<file path="src/rtl/aux_xact_pkg.sv">
// Shared types for the AUX transaction engine: controller states,
// completion codes and the command classification used by the framer.
package aux_xact_pkg;

    typedef enum logic [1:0] {
        ST_IDLE = 2'd0,
        ST_SEND = 2'd1,
        ST_RECV = 2'd2
    } xact_state_t;

    typedef enum logic [1:0] {
        DC_OK       = 2'd0,
        DC_INVALID  = 2'd1,
        DC_OVERFLOW = 2'd2,
        DC_DISCON   = 2'd3
    } done_code_t;

    // A command carries a payload only for native write, I2C write and
    // I2C write with the transaction kept open.
    function automatic logic cmd_is_write(input logic [3:0] c);
        return (c == 4'h8) || (c == 4'h0) || (c == 4'h4);
    endfunction

endpackage

</file>
<file path="src/rtl/aux_req_framer.sv">
// Request framer: walks a byte index over header then payload and
// presents each byte on a valid/ready interface.
// Assumes the request fields stay stable while active (the controller
// latches them) and that load never arrives while active.
module aux_req_framer #(
    parameter int MAX_LEN = 16,
    parameter int LEN_W   = 5
) (
    input  logic                 clk,
    input  logic                 rst_n,
    input  logic                 load,
    input  logic                 abort,
    input  logic [3:0]           cmd,
    input  logic [19:0]          addr,
    input  logic [LEN_W-1:0]     len,
    input  logic [MAX_LEN*8-1:0] payload,
    input  logic                 tx_ready,
    output logic                 tx_valid,
    output logic [7:0]           tx_data,
    output logic                 sent
);
    import aux_xact_pkg::*;

    localparam int IW = LEN_W + 1;

    logic          active;
    logic [IW-1:0] idx;
    logic [IW-1:0] total;
    logic [IW-1:0] pidx;
    logic          fire;

    // Number of bytes in this request: header plus payload for writes.
    always_comb begin
        total = (len != '0) ? IW'(4) : IW'(3);
        if (cmd_is_write(cmd))
            total = total + IW'(len);
    end

    assign fire     = active && tx_ready;
    assign sent     = fire && (idx == total - IW'(1));
    assign tx_valid = active;
    assign pidx     = idx - IW'(4);

    // Byte index and activity flag.
    always_ff @(posedge clk) begin
        if (!rst_n) begin
            active <= 1'b0;
            idx    <= '0;
        end else if (abort) begin
            active <= 1'b0;
        end else if (load) begin
            active <= 1'b1;
            idx    <= '0;
        end else if (fire) begin
            idx <= idx + IW'(1);
            if (sent)
                active <= 1'b0;
        end
    end

    // Byte selection for the current index.
    always_comb begin
        case (idx)
            IW'(0):  tx_data = {cmd, addr[19:16]};
            IW'(1):  tx_data = addr[15:8];
            IW'(2):  tx_data = addr[7:0];
            IW'(3):  tx_data = (len != '0) ? 8'(len - LEN_W'(1)) : payload[7:0];
            default: tx_data = payload[{pidx, 3'b000} +: 8];
        endcase
    end

    // a stalled byte is held until accepted
    p_hold_r4: assert property (@(posedge clk) disable iff (!rst_n)
        (active && !tx_ready && !abort) |=> (active && $stable(tx_data)));

endmodule

</file>
<file path="src/rtl/aux_reply_parser.sv">
// Reply parser: takes the status nibble from the first reply byte,
// forwards ACK data bytes up to the request length and grades the
// end of the reply. Assumes clear pulses at the start of each request.
module aux_reply_parser #(
    parameter int LEN_W = 5
) (
    input  logic             clk,
    input  logic             rst_n,
    input  logic             clear,
    input  logic             en,
    input  logic [LEN_W-1:0] req_len,
    input  logic             rx_valid,
    input  logic [7:0]       rx_data,
    input  logic             rx_end,
    output logic             out_valid,
    output logic [7:0]       out_data,
    output logic [3:0]       reply_status,
    output logic             fin,
    output logic [1:0]       fin_code
);
    import aux_xact_pkg::*;

    localparam int CW = LEN_W + 1;

    logic [CW-1:0] cnt;
    logic          ovf;
    logic [3:0]    status_q;
    logic          byte_in;
    logic          data_byte;
    logic          excess;

    assign byte_in   = en && rx_valid;
    assign data_byte = byte_in && (cnt != '0) && (status_q == 4'h0);
    assign excess    = data_byte && (cnt > {1'b0, req_len});

    // Byte counting, status capture and data forwarding.
    always_ff @(posedge clk) begin
        if (!rst_n) begin
            cnt       <= '0;
            ovf       <= 1'b0;
            status_q  <= 4'h0;
            out_valid <= 1'b0;
            out_data  <= 8'h00;
        end else if (clear) begin
            cnt       <= '0;
            ovf       <= 1'b0;
            status_q  <= 4'h0;
            out_valid <= 1'b0;
        end else begin
            out_valid <= 1'b0;
            if (byte_in) begin
                if (cnt == '0)
                    status_q <= rx_data[7:4];
                if (cnt != '1)
                    cnt <= cnt + CW'(1);
                if (data_byte && !excess) begin
                    out_valid <= 1'b1;
                    out_data  <= rx_data;
                end
                if (excess)
                    ovf <= 1'b1;
            end
        end
    end

    assign reply_status = status_q;
    assign fin          = en && rx_end;

    // Grade the reply at its end, counting a byte that shares the cycle.
    always_comb begin
        if ((cnt == '0) && !byte_in)
            fin_code = DC_INVALID;
        else if (ovf || excess)
            fin_code = DC_OVERFLOW;
        else
            fin_code = DC_OK;
    end

    // Count of bytes forwarded since the request began, for the bound check.
    logic [CW-1:0] fwd_cnt;
    always_ff @(posedge clk) begin
        if (!rst_n || clear)
            fwd_cnt <= '0;
        else if (out_valid && fwd_cnt != '1)
            fwd_cnt <= fwd_cnt + CW'(1);
    end

    // never more data bytes forwarded than requested
    p_fwd_bound_r7: assert property (@(posedge clk) disable iff (!rst_n)
        fwd_cnt <= {1'b0, req_len});

endmodule

</file>
<file path="src/rtl/aux_xact_engine.sv">
// AUX transaction engine top: latches a request on start, lets the
// framer send it, then lets the parser consume the reply, and issues
// one done pulse with a completion code. A disconnect aborts at once.
// Assumes the receiver only presents reply bytes after the request.
module aux_xact_engine #(
    parameter int MAX_LEN = 16,
    parameter int LEN_W   = $clog2(MAX_LEN + 1)
) (
    input  logic                 clk,
    input  logic                 rst_n,
    input  logic                 start,
    input  logic [3:0]           cmd,
    input  logic [19:0]          addr,
    input  logic [LEN_W-1:0]     len,
    input  logic [MAX_LEN*8-1:0] wr_data,
    input  logic                 hpd_lost,
    output logic                 busy,
    output logic                 tx_valid,
    input  logic                 tx_ready,
    output logic [7:0]           tx_data,
    input  logic                 rx_valid,
    input  logic [7:0]           rx_data,
    input  logic                 rx_end,
    output logic                 out_valid,
    output logic [7:0]           out_data,
    output logic [3:0]           reply_status,
    output logic                 done,
    output logic [1:0]           done_code
);
    import aux_xact_pkg::*;

    localparam logic [LEN_W-1:0] LEN_CAP = LEN_W'(MAX_LEN);

    xact_state_t          state;
    logic [3:0]           cmd_q;
    logic [19:0]          addr_q;
    logic [LEN_W-1:0]     len_q;
    logic [MAX_LEN*8-1:0] data_q;
    logic                 start_ok;
    logic                 sent;
    logic                 fin;
    logic [1:0]           fin_code;

    assign start_ok = start && (state == ST_IDLE);
    assign busy     = (state != ST_IDLE);

    // Transaction sequencing, request latching and completion reporting.
    always_ff @(posedge clk) begin
        if (!rst_n) begin
            state     <= ST_IDLE;
            cmd_q     <= 4'h0;
            addr_q    <= '0;
            len_q     <= '0;
            data_q    <= '0;
            done      <= 1'b0;
            done_code <= DC_OK;
        end else begin
            done <= 1'b0;
            case (state)
                ST_IDLE: if (start_ok) begin
                    cmd_q  <= cmd;
                    addr_q <= addr;
                    len_q  <= (len > LEN_CAP) ? LEN_CAP : len;
                    data_q <= wr_data;
                    state  <= ST_SEND;
                end
                ST_SEND: if (hpd_lost) begin
                    state     <= ST_IDLE;
                    done      <= 1'b1;
                    done_code <= DC_DISCON;
                end else if (sent) begin
                    state <= ST_RECV;
                end
                ST_RECV: if (hpd_lost) begin
                    state     <= ST_IDLE;
                    done      <= 1'b1;
                    done_code <= DC_DISCON;
                end else if (fin) begin
                    state     <= ST_IDLE;
                    done      <= 1'b1;
                    done_code <= fin_code;
                end
                default: state <= ST_IDLE;
            endcase
        end
    end

    aux_req_framer #(.MAX_LEN(MAX_LEN), .LEN_W(LEN_W)) u_framer (
        .clk      (clk),
        .rst_n    (rst_n),
        .load     (start_ok),
        .abort    (hpd_lost && (state == ST_SEND)),
        .cmd      (cmd_q),
        .addr     (addr_q),
        .len      (len_q),
        .payload  (data_q),
        .tx_ready (tx_ready),
        .tx_valid (tx_valid),
        .tx_data  (tx_data),
        .sent     (sent)
    );

    aux_reply_parser #(.LEN_W(LEN_W)) u_parser (
        .clk          (clk),
        .rst_n        (rst_n),
        .clear        (start_ok),
        .en           ((state == ST_RECV) && !hpd_lost),
        .req_len      (len_q),
        .rx_valid     (rx_valid),
        .rx_data      (rx_data),
        .rx_end       (rx_end),
        .out_valid    (out_valid),
        .out_data     (out_data),
        .reply_status (reply_status),
        .fin          (fin),
        .fin_code     (fin_code)
    );

    // disconnect while busy ends the transaction with code 3
    p_abort_r8: assert property (@(posedge clk) disable iff (!rst_n)
        (busy && hpd_lost) |=> (done && done_code == DC_DISCON && !tx_valid));

    // completion is a single-cycle pulse
    p_done_pulse_r12: assert property (@(posedge clk) disable iff (!rst_n)
        done |=> !done);

    // start during a transaction leaves the latched request alone
    p_start_ignored_r9: assert property (@(posedge clk) disable iff (!rst_n)
        (busy && start) |=> ($stable(cmd_q) && $stable(addr_q) && $stable(len_q)));

endmodule

</file>
<file path="config.mk">
export PLATFORM = sky130hd
export DESIGN_NAME = aux_xact_engine
export DESIGN_NICKNAME = d
export VERILOG_FILES = /design/src/rtl/aux_xact_pkg.sv /design/src/rtl/aux_req_framer.sv /design/src/rtl/aux_reply_parser.sv /design/src/rtl/aux_xact_engine.sv
export SDC_FILE = /design/constraint.sdc
export NUM_CORES = 1
export LEC_CHECK = 0
export BUFFER_PORTS_ARGS = -buffer_cell sky130_fd_sc_hd__buf_2
export CAP_MARGIN = 20
export CORE_AREA = 4 4 136 164
export DETAILED_ROUTE_END_ITERATION = 10
export DIE_AREA = 0 0 140 168
export PLACE_DENSITY = 0.68
export SYNTH_ARGS = -nofsm -noshare
export SYNTH_HDL_FRONTEND = slang
export SYNTH_SLANG_ARGS = --single-unit
</file>
<file path="constraint.sdc">
create_clock -name clk -period 6.3 [get_ports clk]
set_input_delay 1.575 -clock clk [delete_from_list [all_inputs] [get_ports clk]]
set_output_delay 1.575 -clock clk [all_outputs]
set_load 0.05 [all_outputs]
</file>
# Yosys cells after proc, flatten, opt, wreduce, memory -nomap -nowiden
# Cells that the tools add are included.
[totals] reg_bits=189 word_cells=108
[op_classes] order_cmp=2 reduce_logical=41 mux=27 eq_ne=13 addsub=6 shift=1 bitwise_logic=4
[op_table] operator="128-bit by 10-bit indexed part select with 8-bit output" count=1
[op_table] operator="8-bit case mux with 4 select lines" count=1
[op_table] operator="2-bit 2-to-1 mux" count=10
[op_table] operator="6-bit 2-to-1 mux" count=3
[op_table] operator="6-bit by 1-bit adder with 6-bit output (second input constant)" count=2
[op_table] operator="6-bit by 2-bit equality test with 1-bit output (second input constant)" count=2
[op_table] operator="1-bit logical AND" count=12
[op_table] operator="6-bit logical NOT" count=2
[op_table] operator="2-bit AND reduction" count=6
[op_table] operator="3-bit AND reduction" count=3
[op_table] operator="4-bit logical NOT" count=2
[op_table] operator="8-bit 2-to-1 mux" count=1
[op_table] operator="2-bit nonzero test" count=4
[op_table] operator="1-bit 2-to-1 mux" count=7
[op_table] operator="6-bit by 5-bit adder with 6-bit output" count=1
[op_table] operator="6-bit by 1-bit equality test with 1-bit output (second input constant)" count=1
[op_table] operator="6-bit equality test" count=1
[op_table] operator="6-bit by 5-bit > comparator with 1-bit output" count=1
[op_table] operator="3-bit != test (second input constant)" count=2
[op_table] operator="6-bit != test (second input constant)" count=1
[op_table] operator="2-bit case mux with 3 select lines" count=1
[op_table] operator="6-bit nonzero test" count=1
[op_table] operator="5-bit by 1-bit subtractor with 6-bit output (second input constant)" count=1
[op_table] operator="6-bit by 1-bit subtractor with 6-bit output (second input constant)" count=1
[op_table] operator="18 further kinds" count=27

# Depth between registers and ports, before layout
# Gate-level depths: netlist of the first run.
[logic_depth] depth_word=12 ltp_mapped=17

# Modules after synthesis
# From an unflattened synthesis of the first run, not the netlist that was laid out.
[hier_totals] cells_unflattened=1062 area_unflattened_um2=8952.3
[by_module_without_submodules] mod="aux_xact_engine" instances=1 area_each_um2=5723.0 seq_area_each_um2=3243.1 cells_per_inst=720
[by_module_without_submodules] mod="aux_req_framer" instances=1 area_each_um2=2248.4 seq_area_each_um2=140.1 cells_per_inst=228
[by_module_without_submodules] mod="aux_reply_parser" instances=1 area_each_um2=980.9 seq_area_each_um2=400.4 cells_per_inst=114

# Worst setup path after synthesis of the first run
# Ideal clock, no wire load.
[synth_path] path_kind="reg2out" from="reg u_framer.idx[2]" to="out tx_data[2]" path_buffers=3 stages_incl_launch_ff=9 arrival_time_ns=2.989 setup_slack_ns=1.736 cell_sequence="dfxtp_1 -> clkbuf_1 -> clkbuf_1 -> inv_1 -> ha_1 -> buf_1 -> mux4_2 -> inv_1 -> o21ai_0"
[synth_via] elab_chain_len=3 elab_cells_between_ends=7 cone_classes="1 x add/sub; 3 x eq/ne; 1 x shift; 1 x mux; 1 x reduce/logical"
[synth_rtl] element="start: declaration" line_no="aux_req_framer.sv:27" rtl="logic [IW-1:0] idx;"
[synth_rtl] element="start signal: assignment" line_no="aux_req_framer.sv:55" rtl="idx <= idx + IW'(1);"
[synth_rtl] element="6-bit by 3-bit subtractor with 6-bit output" line_no="aux_req_framer.sv:42" rtl="assign pidx = idx - IW'(4);"
[synth_rtl] element="128-bit by 10-bit indexed part select with 8-bit output" line_no="aux_req_framer.sv:68" rtl="default: tx_data = payload[{pidx, 3'b000} +: 8];"
[synth_rtl] element="8-bit case mux with 4 select lines *" line_no="aux_req_framer.sv:63" rtl="case (idx)"
[synth_rtl] element="end: declaration" line_no="aux_xact_engine.sv:20" rtl="output logic [7:0] tx_data,"
# Every way passes the cells marked *; elsewhere a longest branch is shown, timed or not.

# Worst setup path in the final report of the first run
[layout_path] from="reg u_framer.idx[2]" to="out tx_data[0]"
# Same word-level chain as after synthesis.

==> results of run 1 <==
per-layer routing:
layer,routed length (um),GRT usage,vias to the layer above
met3,1926,0.04886,28
met2,12970,0.3770,294
li1,-,-,3828
met1,10610,0.2779,3576
met4,485,0.06574,0
met5,0,0,-
flip-flops by register name, summed over array words and instances (netlist names), 4 cells and up:
signal,cells
cmd_q,4
addr_q,20
u_framer.idx,6
u_parser.cnt,6
u_parser.reply_status,4
data_q,128
u_parser.out_data,8
len_q,5
report_power, final:
| part | total, mW | leakage [nW] | switching [mW] | internal, mW |
|---|---|---|---|---|
| Sequential | 1.34 | 1.55 | 0.0712 | 1.27 |
| Clock | 1.06 | 0.285 | 0.494 | 0.562 |
| Combinational | 0.451 | 2.46 | 0.264 | 0.187 |
final cells by class:
cell class              instances  area [um2]
clock buffers                  18       429.2
clock inverters                14       150.1
fillers                      1979        9915
inverters                      20       75.07
multi-input cells             750        5026
flip-flops and latches        189        3786
well taps                     270       337.8
repair buffers                202        1036
per-stage QoR:
step | area [um2] | power, mW
final | 10840 | 2.850
after global placement | 10240 | 1.814
after global routing | 10840 | 2.973
after floorplan | 9158 | 1.651
after detailed placement | 10240 | 1.817
after CTS | 10820 | 2.866
layout by cell type, fill, tap and decap left out, types with 3 or more instances in the layout:
| master | count |
|---|---|
| ha_1 | 23 |
| clkbuf_16 | 17 |
| mux4_2 | 40 |
| or2_2 | 3 |
| a21oi_1 | 17 |
| nand4_1 | 3 |
| mux2i_1 | 14 |
| xnor2_1 | 9 |
| nand2_1 | 330 |
| a211oi_1 | 3 |
| nor3_1 | 5 |
| a22oi_1 | 4 |
| inv_8 | 3 |
| xor2_1 | 8 |
| inv_6 | 5 |
| buf_4 | 4 |
| nand3b_1 | 4 |
| inv_2 | 3 |
| and3_1 | 4 |
| and2_1 | 5 |
| inv_1 | 17 |
| o221ai_1 | 3 |
| a31oi_1 | 3 |
| o2111ai_1 | 6 |
| dfxtp_1 | 187 |
| nor2b_1 | 14 |
| buf_2 | 197 |
| nor4_1 | 3 |
| o21ai_0 | 11 |
| nor2_1 | 26 |
| nand3_1 | 11 |
| nand2b_1 | 5 |
| a21boi_0 | 157 |
worst register-to-register path, stage by stage (launching register included):
cell      delay [ns]
dfxtp_1         0.35
inv_1           0.17
ha_1            0.25
nand3_2         0.23
inv_2           0.24
ha_1            0.20
inv_1           0.05
fa_1            0.46
nor2_1          0.12
a21oi_1         0.05
ha_1            0.23
and3_1          0.15
a41oi_1         0.20
xor3_1          0.39
or4_1           0.51
o211ai_1        0.09
worst max path at each step:
| stage | end | slack, ns | depth (start not counted) |
|---|---|---|---|
| finish | tx_data[0] | 1.59 | 9 |
| global route | tx_data[0] | 1.41 | 9 |
| CTS | tx_data[7] | 1.35 | 6 |
| detailed placement | tx_data[7] | 1.81 | 6 |
| global placement | tx_data[5] | 1.92 | 6 |
| floorplan | tx_data[2] | 1.74 | 8 |
synthesized netlist by cell type (all sizes together), types with 2 or more instances:
cell / number / share of area
a32o: 2 / 0.0022
and2: 6 / 0.0041
nand3b: 4 / 0.0033
nor2: 27 / 0.011
ha: 23 / 0.031
o211ai: 2 / 0.0016
nand4: 3 / 0.0020
o2111ai: 6 / 0.0057
nor3: 5 / 0.0027
nor3b: 2 / 0.0016
or2: 4 / 0.0027
or3: 2 / 0.0014
nand2: 331 / 0.14
xnor2: 9 / 0.0086
dfxtp: 189 / 0.41
mux4: 40 / 0.098
o221ai: 3 / 0.0029
nand3: 12 / 0.0071
a22oi: 4 / 0.0033
a21oi: 18 / 0.010
xor2: 8 / 0.0077
nor2b: 14 / 0.0096
nand2b: 5 / 0.0034
and3b: 2 / 0.0019
clkbuf: 62 / 0.025
a21boi: 157 / 0.13
buf: 11 / 0.0060
inv: 20 / 0.0082
nor4: 3 / 0.0020
o21a: 2 / 0.0016
a31oi: 3 / 0.0020
o21ai: 11 / 0.0060
a211oi: 3 / 0.0025
a222oi: 2 / 0.0022
mux2i: 15 / 0.017
and3: 4 / 0.0027
o31ai: 2 / 0.0016
kinds of logic (layout without fill, tap and decap cells):
family | after synthesis | after routing | synth area share
AOI/OAI and AO/OA | 224 | 224 | 0.1821
xor gates and xnor gates | 18 | 18 | 0.01886
adders and majority gates | 24 | 24 | 0.03361
buffers and inverters | 93 | 254 | 0.03962
DFF | 189 | 189 | 0.4132
muxes | 56 | 56 | 0.1164
and+or+nand+nor | 428 | 428 | 0.1962
==> impl_metrics.prom, run 1 <==
# TYPE chip_impl_metric gauge
chip_impl_metric{name="finalWeightedCongestion",unit=""} 0.9460
chip_impl_metric{name="global_route.overflow_total",unit=""} 0
chip_impl_metric{name="final_hold_viol_count",unit=""} 0
chip_impl_metric{name="post-dp-hpwl",unit="um"} 19770
chip_impl_metric{name="wire_length_of_the_first_global_routing_pass",unit="um"} 40500
chip_impl_metric{name="power_density",unit="nW/um2"} 262.9
chip_impl_info{name="critPathLaunchType",value="flop"} 1
chip_impl_metric{name="worstHoldPathCells",unit=""} 2
chip_impl_metric{name="via_count",unit=""} 7726
chip_impl_metric{name="port-buffer-count",unit=""} 197
chip_impl_info{name="min-delay-start",value="data_q[63]$_SDFFE_PN0P_"} 1
chip_impl_info{name="worst_r2r_endpoint",value="state[0]$_SDFFE_PN0P_"} 1
chip_impl_metric{name="cts_setup_buffers",unit=""} 0
chip_impl_metric{name="avgRoutedWirePerCell",unit="um"} 17.76
chip_impl_metric{name="holdWs",unit="ns"} 0.4700
chip_impl_metric{name="final_min_period_over_clock_period",unit=""} 0.7479
chip_impl_metric{name="via_per_inst",unit=""} 5.281
chip_impl_metric{name="antenna_found_initial",unit=""} 0
chip_impl_metric{name="relSlewSlack",unit=""} 0.4059
chip_impl_metric{name="timing.critical_path.arrival",unit="ns"} 3.14
chip_impl_metric{name="die_width",unit="um"} 140
chip_impl_metric{name="ys_async_sr_fraction",unit=""} 0
chip_impl_info{name="ws_path_type",value="flop to output port"} 1
chip_impl_metric{name="grt_start_max_net_pins",unit=""} 101
chip_impl_metric{name="rrSetupSlack",unit="ns"} 2.53
chip_impl_info{name="run_status",value="complete, no violations"} 1
chip_impl_metric{name="worstSkewPairLatency",unit="ns"} 0.43
chip_impl_metric{name="io-pin-count",unit=""} 198
chip_impl_info{name="cts_root_buf",value="clkbuf_16"} 1
chip_impl_metric{name="utilization",unit=""} 0.5223
chip_impl_metric{name="drc",unit=""} 0
chip_impl_info{name="grt_setup_unrepaired",value="no"} 1
chip_impl_metric{name="critical_path.max_fanout",unit=""} 37
chip_impl_metric{name="antenna-diode-count",unit=""} 0
chip_impl_metric{name="worst_slack",unit="ns"} 1.588
chip_impl_metric{name="ctsResizeCount",unit=""} 0
chip_impl_metric{name="core_region_area",unit="um2"} 20750
chip_impl_metric{name="synth_edf_count",unit=""} 0
chip_impl_metric{name="die_area",unit="um2"} 23520
chip_impl_metric{name="drt.antenna.violating_nets",unit=""} 0
chip_impl_metric{name="finalWorstPathRequiredPeriod",unit="ns"} 4.712
chip_impl_metric{name="synth_seq_cells",unit=""} 189
chip_impl_info{name="yosys_most_used_dff",value="dfxtp_1"} 1
chip_impl_metric{name="number_of_optimization_iterations_in_the_first_detailed_route_pass",unit=""} 7
chip_impl_info{name="min_delay_worst_endpoint",value="data_q[63]$_SDFFE_PN0P_"} 1
chip_impl_metric{name="max_clock_freq",unit="GHz"} 0.2122
chip_impl_info{name="tritoncts",value="done"} 1
chip_impl_metric{name="number_of_global_route_vias_before_repair",unit=""} 7523
chip_impl_metric{name="final_nets",unit=""} 1376
chip_impl_metric{name="cts_hold_buf",unit=""} 0
chip_impl_metric{name="syn_to_final_growth",unit="%"} 18.38
chip_impl_metric{name="worstPathBufferInverterCount",unit=""} 3
chip_impl_metric{name="cellLeakagePower",unit="nW"} 4.298
chip_impl_metric{name="timing.final.setup_violations",unit=""} 0
chip_impl_info{name="setup.worst_path.start",value="u_framer.idx[2]$_SDFFE_PN0P_"} 1
chip_impl_metric{name="clkSlewWorstSetupHoldPaths",unit="ns"} 0.07
chip_impl_metric{name="dr.first_iter.drc_count",unit=""} 747
chip_impl_metric{name="gr_usage_total",unit=""} 0.2199
chip_impl_info{name="critPathSlowestCell",value="dfxtp_2"} 1
chip_impl_metric{name="drv.max_cap_violation_count",unit=""} 0
chip_impl_metric{name="dp_worst_setup_slack",unit="ns"} 1.812
chip_impl_metric{name="tightestPinTransition",unit="ns"} 0.8912
chip_impl_metric{name="report.final.slew_viol_count",unit=""} 0
chip_impl_metric{name="cts_num_sinks",unit=""} 189
chip_impl_metric{name="floorplan.initialDensity",unit=""} 0.4412
chip_impl_metric{name="register_to_register_path_depth",unit=""} 15
chip_impl_metric{name="worst_path_largest_cell_delay",unit="ns"} 0.87
chip_impl_metric{name="synthesis.area_per_instance",unit="um2"} 8.874
chip_impl_metric{name="clock_tree.htree_level_count",unit=""} 4
chip_impl_metric{name="dieHeight",unit="um"} 168
chip_impl_info{name="timing.critical_path.to_type",value="output port"} 1
chip_impl_metric{name="number_of_placement_rows",unit=""} 58
chip_impl_metric{name="synth_cells",unit=""} 1032
chip_impl_metric{name="drive_gt1_frac",unit=""} 0.2456
chip_impl_info{name="crit_top_cell",value="buf_2"} 1
chip_impl_info{name="min-delay-path-class",value="flop to flop"} 1
chip_impl_info{name="critical-path-top-delay-family",value="flip-flops"} 1
chip_impl_metric{name="vdd_drop_max",unit="V"} 0.0002185
chip_impl_metric{name="non_filler_instance_count_after_layout",unit=""} 1463
chip_impl_metric{name="yosys_warnings",unit=""} 0
chip_impl_metric{name="placed_cells",unit=""} 1429
chip_impl_metric{name="finalWirelength",unit="um"} 25990
chip_impl_metric{name="mappedNetlistArea",unit="um2"} 9158
chip_impl_info{name="timing.rr.start",value="len_q[1]$_SDFFE_PN0P_"} 1
chip_impl_info{name="path_cells",value="inv_1 > ha_1 > nor3b_1 > buf_2 > and2_1 > a32o_1 > a21oi_1 > o221ai_1 > buf_2"} 1
chip_impl_metric{name="critPathRequiredTime",unit="ns"} 4.72
chip_impl_metric{name="fin_tns_setup",unit="ns"} 0
chip_impl_metric{name="yosysSeqAreaShare",unit=""} 0.4132
chip_impl_metric{name="cts_max_path_buffers",unit=""} 2
chip_impl_metric{name="synth_cell_type_count",unit=""} 61
chip_impl_metric{name="fin_skew",unit="ns"} 0.01979
chip_impl_metric{name="synth.net_count",unit=""} 1228
chip_impl_metric{name="cts-buffers-inserted",unit=""} 17
No activity file was read; power rests on OpenSTA's default activity.
==> run 2, diff against run 1 <==
--- a/config.mk
+++ b/config.mk
@@ -10,7 +10,7 @@
 export CORE_AREA = 4 4 136 164
 export DETAILED_ROUTE_END_ITERATION = 10
 export DIE_AREA = 0 0 140 168
-export PLACE_DENSITY = 0.68
+export PLACE_DENSITY = 0.71
 export SYNTH_ARGS = -nofsm -noshare
 export SYNTH_HDL_FRONTEND = slang
 export SYNTH_SLANG_ARGS = --single-unit
==> constraint.sdc (replaced) <==
create_clock -name clk -period 4.3 [get_ports clk]
set_input_delay 1.075 -clock clk [delete_from_list [all_inputs] [get_ports clk]]
set_output_delay 1.075 -clock clk [all_outputs]
set_load 0.05 [all_outputs]
==> impl_metrics.prom, run 2 (synthesis results as in run 1) <==
# TYPE chip_impl_metric gauge
chip_impl_metric{name="worst_path_largest_cell_delay",unit="ns"} 0.61
chip_impl_metric{name="clock_tree.htree_level_count",unit=""} 4
chip_impl_info{name="cts_root_buf",value="clkbuf_16"} 1
chip_impl_info{name="mostFrequentLayoutCells",value="nand2_1, buf_2, dfxtp_1, a21boi_0, mux4_2"} 1
chip_impl_info{name="path_cells",value="buf_12 > mux4_2 > mux4_2 > nand2b_1 > o2111ai_1 > buf_2"} 1
chip_impl_metric{name="finalWorstPathRequiredPeriod",unit="ns"} 3.960
chip_impl_info{name="top_layer_reached_by_signal_wires",value="met4"} 1
chip_impl_metric{name="cts_setup_buffers",unit=""} 0
chip_impl_metric{name="cellLeakagePower",unit="nW"} 4.327
chip_impl_metric{name="post-dp-hpwl",unit="um"} 18750
chip_impl_info{name="min-delay-path-class",value="flop to flop"} 1
chip_impl_metric{name="vdd_drop_max",unit="V"} 0.0002954
chip_impl_metric{name="antenna_found_initial",unit=""} 0
chip_impl_metric{name="grt_start_max_net_pins",unit=""} 103
chip_impl_metric{name="fin_skew",unit="ns"} 0.01044
chip_impl_metric{name="critPathRequiredTime",unit="ns"} 3.22
chip_impl_info{name="critPathLaunchType",value="flop"} 1
chip_impl_metric{name="timing.critical_path.arrival",unit="ns"} 2.88
chip_impl_metric{name="global_route.overflow_total",unit=""} 0
chip_impl_info{name="layout_top_registers",value="data_q: 128 flops, addr_q: 20 flops, u_parser.out_data: 8 flops"} 1
chip_impl_metric{name="route.met3.wl",unit="um"} 1468
chip_impl_metric{name="clkSlewWorstSetupHoldPaths",unit="ns"} 0.07
chip_impl_metric{name="via_per_inst",unit=""} 5.250
chip_impl_info{name="grt_setup_unrepaired",value="no"} 1
chip_impl_info{name="critPathSlowestCell",value="dfxtp_2"} 1
chip_impl_metric{name="fill_cells",unit=""} 1937
chip_impl_metric{name="relSlewSlack",unit=""} 0.4259
chip_impl_metric{name="report.final.slew_viol_count",unit=""} 0
chip_impl_metric{name="tightestPinTransition",unit="ns"} 0.8574
chip_impl_metric{name="final_hold_viol_count",unit=""} 0
chip_impl_metric{name="cts-buffers-inserted",unit=""} 17
chip_impl_metric{name="drv.max_cap_violation_count",unit=""} 0
chip_impl_info{name="ws_path_type",value="flop to output port"} 1
chip_impl_metric{name="finalWirelength",unit="um"} 24850
chip_impl_metric{name="core_region_area",unit="um2"} 20750
chip_impl_metric{name="timing.final.setup_violations",unit=""} 0
chip_impl_metric{name="dr.first_iter.drc_count",unit=""} 519
chip_impl_metric{name="avgRoutedWirePerCell",unit="um"} 16.95
chip_impl_metric{name="syn_to_final_growth",unit="%"} 18.98
chip_impl_metric{name="finalWeightedCongestion",unit=""} 0.8701
chip_impl_metric{name="wl_met1",unit="um"} 10100
chip_impl_metric{name="number_of_optimization_iterations_in_the_first_detailed_route_pass",unit=""} 5
chip_impl_metric{name="final_nets",unit=""} 1380
chip_impl_metric{name="dieHeight",unit="um"} 168
chip_impl_metric{name="cts_max_path_buffers",unit=""} 2
chip_impl_metric{name="holdWs",unit="ns"} 0.4656
chip_impl_info{name="crit_top_cell",value="mux4_2"} 1
chip_impl_metric{name="critical_path.max_fanout",unit=""} 25
chip_impl_metric{name="gr_usage_total",unit=""} 0.2085
chip_impl_info{name="final_common_cell",value="nand2_1"} 1
chip_impl_metric{name="ctsResizeCount",unit=""} 0
chip_impl_metric{name="max_clock_freq",unit="GHz"} 0.2525
chip_impl_metric{name="port-buffer-count",unit=""} 197
chip_impl_metric{name="antenna-diode-count",unit=""} 0
chip_impl_metric{name="drt.antenna.violating_nets",unit=""} 0
chip_impl_metric{name="fin_tns_setup",unit="ns"} 0
chip_impl_metric{name="floorplan.initialDensity",unit=""} 0.4412
chip_impl_metric{name="number_of_global_route_vias_before_repair",unit=""} 7450
chip_impl_metric{name="worstSkewPairLatency",unit="ns"} 0.44
chip_impl_metric{name="cts_hold_buf",unit=""} 0
chip_impl_metric{name="via_count",unit=""} 7696
chip_impl_metric{name="drive_gt1_frac",unit=""} 0.2483
chip_impl_metric{name="wire_length_of_the_first_global_routing_pass",unit="um"} 38810
chip_impl_metric{name="final_min_period_over_clock_period",unit=""} 0.9209
chip_impl_metric{name="io-pin-count",unit=""} 198
chip_impl_metric{name="die_width",unit="um"} 140
chip_impl_info{name="timing.critical_path.to_type",value="output port"} 1
chip_impl_metric{name="cts_num_sinks",unit=""} 189
chip_impl_metric{name="largest_register_ff_count",unit=""} 128
chip_impl_metric{name="drc",unit=""} 0
chip_impl_info{name="run_status",value="complete, no violations"} 1
chip_impl_info{name="largest-register",value="data_q"} 1
chip_impl_info{name="tritoncts",value="done"} 1
chip_impl_metric{name="met2WireLength",unit="um"} 12700
chip_impl_metric{name="worstHoldPathCells",unit=""} 2
chip_impl_metric{name="register_to_register_path_depth",unit=""} 14
chip_impl_metric{name="power_density",unit="nW/um2"} 380.8
chip_impl_metric{name="die_area",unit="um2"} 23520
chip_impl_metric{name="number_of_placement_rows",unit=""} 58
## run 2: changes by cell type in the layout (fill, tap and decap cells not counted), moves of 2 or more
cell      delta
buf_12       +2
buf_4        +3
clkbuf_8     +2
clkinv_2     -2
clkinv_4     +2
## run 2: per-layer routing
layer / track usage / vias up
met5: 0 / -
met4: 0.06995 / 0
met3: 0.04091 / 43
met2: 0.3720 / 246
met1: 0.2513 / 3578
li1: - / 3829
## run 2: worst paths after layout
kind,start,end,slack [ns]
setup / recovery,u_framer.idx[0]$_SDFFE_PN0P_,tx_data[5],0.34
hold reg to reg,data_q[36]$_SDFFE_PN0P_,data_q[36]$_SDFFE_PN0P_,0.47
setup reg to reg,len_q[1]$_SDFFE_PN0P_,state[0]$_SDFFE_PN0P_,0.51
hold / removal,data_q[36]$_SDFFE_PN0P_,data_q[36]$_SDFFE_PN0P_,0.47
## run 2: area by class of cell
type	count	area, um2	area share
repair buffers	206	1094	0.1004
flip-flops and latches	189	3786	0.3475
inverters	20	75.07	0.006890
well taps	270	337.8	0.03101
clock inverters	12	123.9	0.01137
multi-input cells	750	5026	0.4613
clock buffers	19	452.9	0.04157
## run 2: critical path: cells and delay by family (launching register included)
family | cells | cell delay, ns
and+or+nand+nor | 1 | 0.09
muxes | 2 | 1.03
DFF | 1 | 0.61
buffers and inverters | 2 | 0.54
AOI/OAI and AO/OA | 1 | 0.16
## run 2: per-stage QoR
stage,worst slack (ns),utilization,total power [mW],cell area [um2],instances
after floorplan,0.2360,-,2.418,9158,1032
after global placement,0.6657,0.4972,2.645,10320,1435
after detailed placement,0.5584,0.4972,2.657,10320,1435
after CTS,0.3249,0.5250,4.179,10900,1466
after global routing,0.1396,0.5250,4.327,10900,1466
final,0.3402,0.5250,4.149,10900,1466
## run 2: where the power goes
group	internal [mW]	switching, mW	leakage, nW
combinational	0.279	0.390	2.50
clock	0.795	0.737	0.280
sequential	1.86	0.0851	1.55
total	2.94	1.21	4.33
==> run 3, diff against run 2 <==
--- a/config.mk
+++ b/config.mk
@@ -7,10 +7,11 @@
 export LEC_CHECK = 0
 export BUFFER_PORTS_ARGS = -buffer_cell sky130_fd_sc_hd__buf_2
 export CAP_MARGIN = 20
-export CORE_AREA = 4 4 136 164
+export CORE_AREA = 4 4 153 185
 export DETAILED_ROUTE_END_ITERATION = 10
-export DIE_AREA = 0 0 140 168
-export PLACE_DENSITY = 0.71
+export DIE_AREA = 0 0 157 189
+export PLACE_DENSITY = 0.58
 export SYNTH_ARGS = -nofsm -noshare
 export SYNTH_HDL_FRONTEND = slang
 export SYNTH_SLANG_ARGS = --single-unit
+export TNS_END_PERCENT = 100
==> impl_metrics.prom, run 3 (synthesis results as in run 1) <==
# TYPE chip_impl_metric gauge
chip_impl_metric{name="clkSlewWorstSetupHoldPaths",unit="ns"} 0.07
chip_impl_metric{name="cts-buffers-inserted",unit=""} 17
chip_impl_metric{name="fill_cells",unit=""} 2725
chip_impl_info{name="cts_root_buf",value="clkbuf_16"} 1
chip_impl_info{name="tritoncts",value="done"} 1
chip_impl_metric{name="placed_area",unit="um2"} 10410
chip_impl_metric{name="drive_gt1_frac",unit=""} 0.2487
chip_impl_metric{name="cts_num_sinks",unit=""} 189
chip_impl_info{name="min-delay-path-class",value="flop to flop"} 1
chip_impl_metric{name="final_nets",unit=""} 1382
chip_impl_metric{name="post-dp-hpwl",unit="um"} 19580
chip_impl_metric{name="register_to_register_path_depth",unit=""} 15
chip_impl_info{name="timing.rr.start",value="len_q[1]$_SDFFE_PN0P_"} 1
chip_impl_metric{name="floorplan.initialDensity",unit=""} 0.3433
chip_impl_metric{name="via_count",unit=""} 7641
chip_impl_info{name="mostFrequentLayoutCells",value="nand2_1, buf_2, dfxtp_1, a21boi_0, mux4_2"} 1
chip_impl_metric{name="wire_length_of_the_first_global_routing_pass",unit="um"} 40830
chip_impl_metric{name="finalWeightedCongestion",unit=""} 0.8841
chip_impl_info{name="run_status",value="complete, no violations"} 1
chip_impl_metric{name="relSlewSlack",unit=""} 0.4069
chip_impl_metric{name="ctsResizeCount",unit=""} 0
chip_impl_metric{name="tightestPinTransition",unit="ns"} 0.8858
chip_impl_info{name="min-delay-start",value="data_q[42]$_SDFFE_PN0P_"} 1
chip_impl_metric{name="cts_max_path_buffers",unit=""} 2
chip_impl_metric{name="power_density",unit="nW/um2"} 384.9
chip_impl_info{name="worst_r2r_endpoint",value="state[0]$_SDFFE_PN0P_"} 1
chip_impl_metric{name="finalWirelength",unit="um"} 26270
chip_impl_metric{name="max_clock_freq",unit="GHz"} 0.2535
chip_impl_metric{name="drt.antenna.violating_nets",unit=""} 0
chip_impl_metric{name="worstSkewPairLatency",unit="ns"} 0.44
chip_impl_metric{name="dr.first_iter.drc_count",unit=""} 449
chip_impl_info{name="min_delay_worst_endpoint",value="data_q[42]$_SDFFE_PN0P_"} 1
chip_impl_metric{name="number_of_optimization_iterations_in_the_first_detailed_route_pass",unit=""} 5
chip_impl_metric{name="antenna-diode-count",unit=""} 0
chip_impl_metric{name="grt_start_max_net_pins",unit=""} 159
chip_impl_metric{name="critical_path.max_fanout",unit=""} 20
chip_impl_info{name="final_common_cell",value="nand2_1"} 1
chip_impl_metric{name="drc",unit=""} 0
chip_impl_metric{name="cts_setup_buffers",unit=""} 0
chip_impl_metric{name="cts_hold_buf",unit=""} 0
chip_impl_info{name="timing.critical_path.to_type",value="output port"} 1
chip_impl_info{name="ws_path_type",value="flop to output port"} 1
chip_impl_metric{name="critPathRequiredTime",unit="ns"} 3.22
chip_impl_metric{name="worstHoldPathCells",unit=""} 2
chip_impl_metric{name="global_route.overflow_total",unit=""} 0
chip_impl_metric{name="finalWorstPathRequiredPeriod",unit="ns"} 3.944
chip_impl_metric{name="timing.critical_path.arrival",unit="ns"} 2.87
chip_impl_metric{name="vdd_drop_max",unit="V"} 0.0002340
chip_impl_metric{name="number_of_global_route_vias_before_repair",unit=""} 7544
chip_impl_metric{name="report.final.slew_viol_count",unit=""} 0
chip_impl_info{name="critPathLaunchType",value="flop"} 1
chip_impl_metric{name="fin_skew",unit="ns"} 0.01211
chip_impl_metric{name="rrSetupSlack",unit="ns"} 0.51
chip_impl_metric{name="final_min_period_over_clock_period",unit=""} 0.9173
chip_impl_info{name="largest-register",value="data_q"} 1
chip_impl_metric{name="avgRoutedWirePerCell",unit="um"} 17.08
chip_impl_metric{name="drv.max_cap_violation_count",unit=""} 0
chip_impl_metric{name="syn_to_final_growth",unit="%"} 20.06
chip_impl_metric{name="dieHeight",unit="um"} 189
chip_impl_info{name="grt_setup_unrepaired",value="no"} 1
chip_impl_metric{name="cellLeakagePower",unit="nW"} 4.339
chip_impl_metric{name="number_of_placement_rows",unit=""} 66
chip_impl_metric{name="multi_input_area",unit="um2"} 5026
chip_impl_metric{name="clock_tree.htree_level_count",unit=""} 4
chip_impl_info{name="layout_top_registers",value="data_q: 128 flops, addr_q: 20 flops, u_parser.out_data: 8 flops"} 1
chip_impl_metric{name="port-buffer-count",unit=""} 197
chip_impl_metric{name="die_area",unit="um2"} 29670
chip_impl_metric{name="largest_register_ff_count",unit=""} 128
chip_impl_metric{name="gr_usage_total",unit=""} 0.1768
chip_impl_metric{name="timing.final.setup_violations",unit=""} 0
chip_impl_metric{name="layout.cell_area.non_filler",unit="um2"} 10990
chip_impl_metric{name="final_hold_viol_count",unit=""} 0
chip_impl_metric{name="fin_tns_setup",unit="ns"} 0
chip_impl_metric{name="via_per_inst",unit=""} 4.968
chip_impl_metric{name="die_width",unit="um"} 157
chip_impl_metric{name="register_area",unit="um2"} 3786
chip_impl_metric{name="io-pin-count",unit=""} 198
chip_impl_metric{name="antenna_found_initial",unit=""} 0
chip_impl_metric{name="core_region_area",unit="um2"} 26670
[run 3: changes by cell type in the layout (fill, tap and decap cells not counted), sizes merged]
| cell | before | now |
|---|---|---|
| clkinv | 5 | 3 |
| buf | 206 | 208 |
| clkbuf | 19 | 18 |
| inv | 26 | 27 |
| bufinv | 0 | 2 |
[run 3: how the worst max path moves through the flow]
stage | start | cells past startpoint | end | slack [ns]
after global placement | len_q[1]$_SDFFE_PN0P_ | 15 | state[0]$_SDFFE_PN0P_ | 0.63
after detailed placement | len_q[1]$_SDFFE_PN0P_ | 15 | state[0]$_SDFFE_PN0P_ | 0.58
final | u_framer.idx[2]$_SDFFE_PN0P_ | 7 | tx_data[7] | 0.36
after CTS | u_framer.idx[2]$_SDFFE_PN0P_ | 7 | tx_data[7] | 0.35
after global routing | u_framer.idx[2]$_SDFFE_PN0P_ | 7 | tx_data[7] | 0.11
after floorplan | u_framer.idx[2]$_SDFFE_PN0P_ | 8 | tx_data[2] | 0.24
[run 3: area by class of cell]
cell class / instances / share of cell area
Tap cell: 340 / 0.03869
Clock buffer: 18 / 0.03903
Sequential cell: 189 / 0.3444
Clock inverter: 13 / 0.01423
Multi-Input combinational cell: 750 / 0.4572
Timing Repair Buffer: 208 / 0.09969
Inverter: 20 / 0.006828
[run 3: layer usage]
layer	wire, um	up-vias	global-route usage
met2	13070	186	0.2953
met4	565	0	0.05743
met5	0	-	0
met3	1160	36	0.02721
li1	-	3827	-
met1	11480	3592	0.2342
[run 3: stage by stage]
step	power (mW)	util	hold WS (ns)	std cells	setup slack, ns
2_1_floorplan	2.418	-	0.4402	1032	0.2360
4_1_cts	4.275	0.4122	0.4666	1538	0.3476
5_1_grt	4.425	0.4122	0.4854	1538	0.1121
3_3_place_gp	2.660	0.3902	0.4472	1507	0.6260
6_report	4.232	0.4122	0.4622	1538	0.3556
3_5_place_dp	2.671	0.3902	0.4560	1507	0.5837
[run 3: critical path, stage by stage, from the launching register on]
cell and delay [ns]:
dfxtp_2 0.50, inv_1 0.17, ha_1 0.23, nor3b_1 0.46, buf_4 0.25, o2111ai_1 0.19, o2111ai_1 0.32, buf_2 0.32
[run 3: power breakdown]
| part | internal, mW | total [mW] | switching, mW | leakage, nW |
|---|---|---|---|---|
| clock network | 0.872 | 1.61 | 0.736 | 0.286 |
| registers | 1.86 | 1.94 | 0.0779 | 1.55 |
| logic | 0.280 | 0.684 | 0.403 | 2.50 |
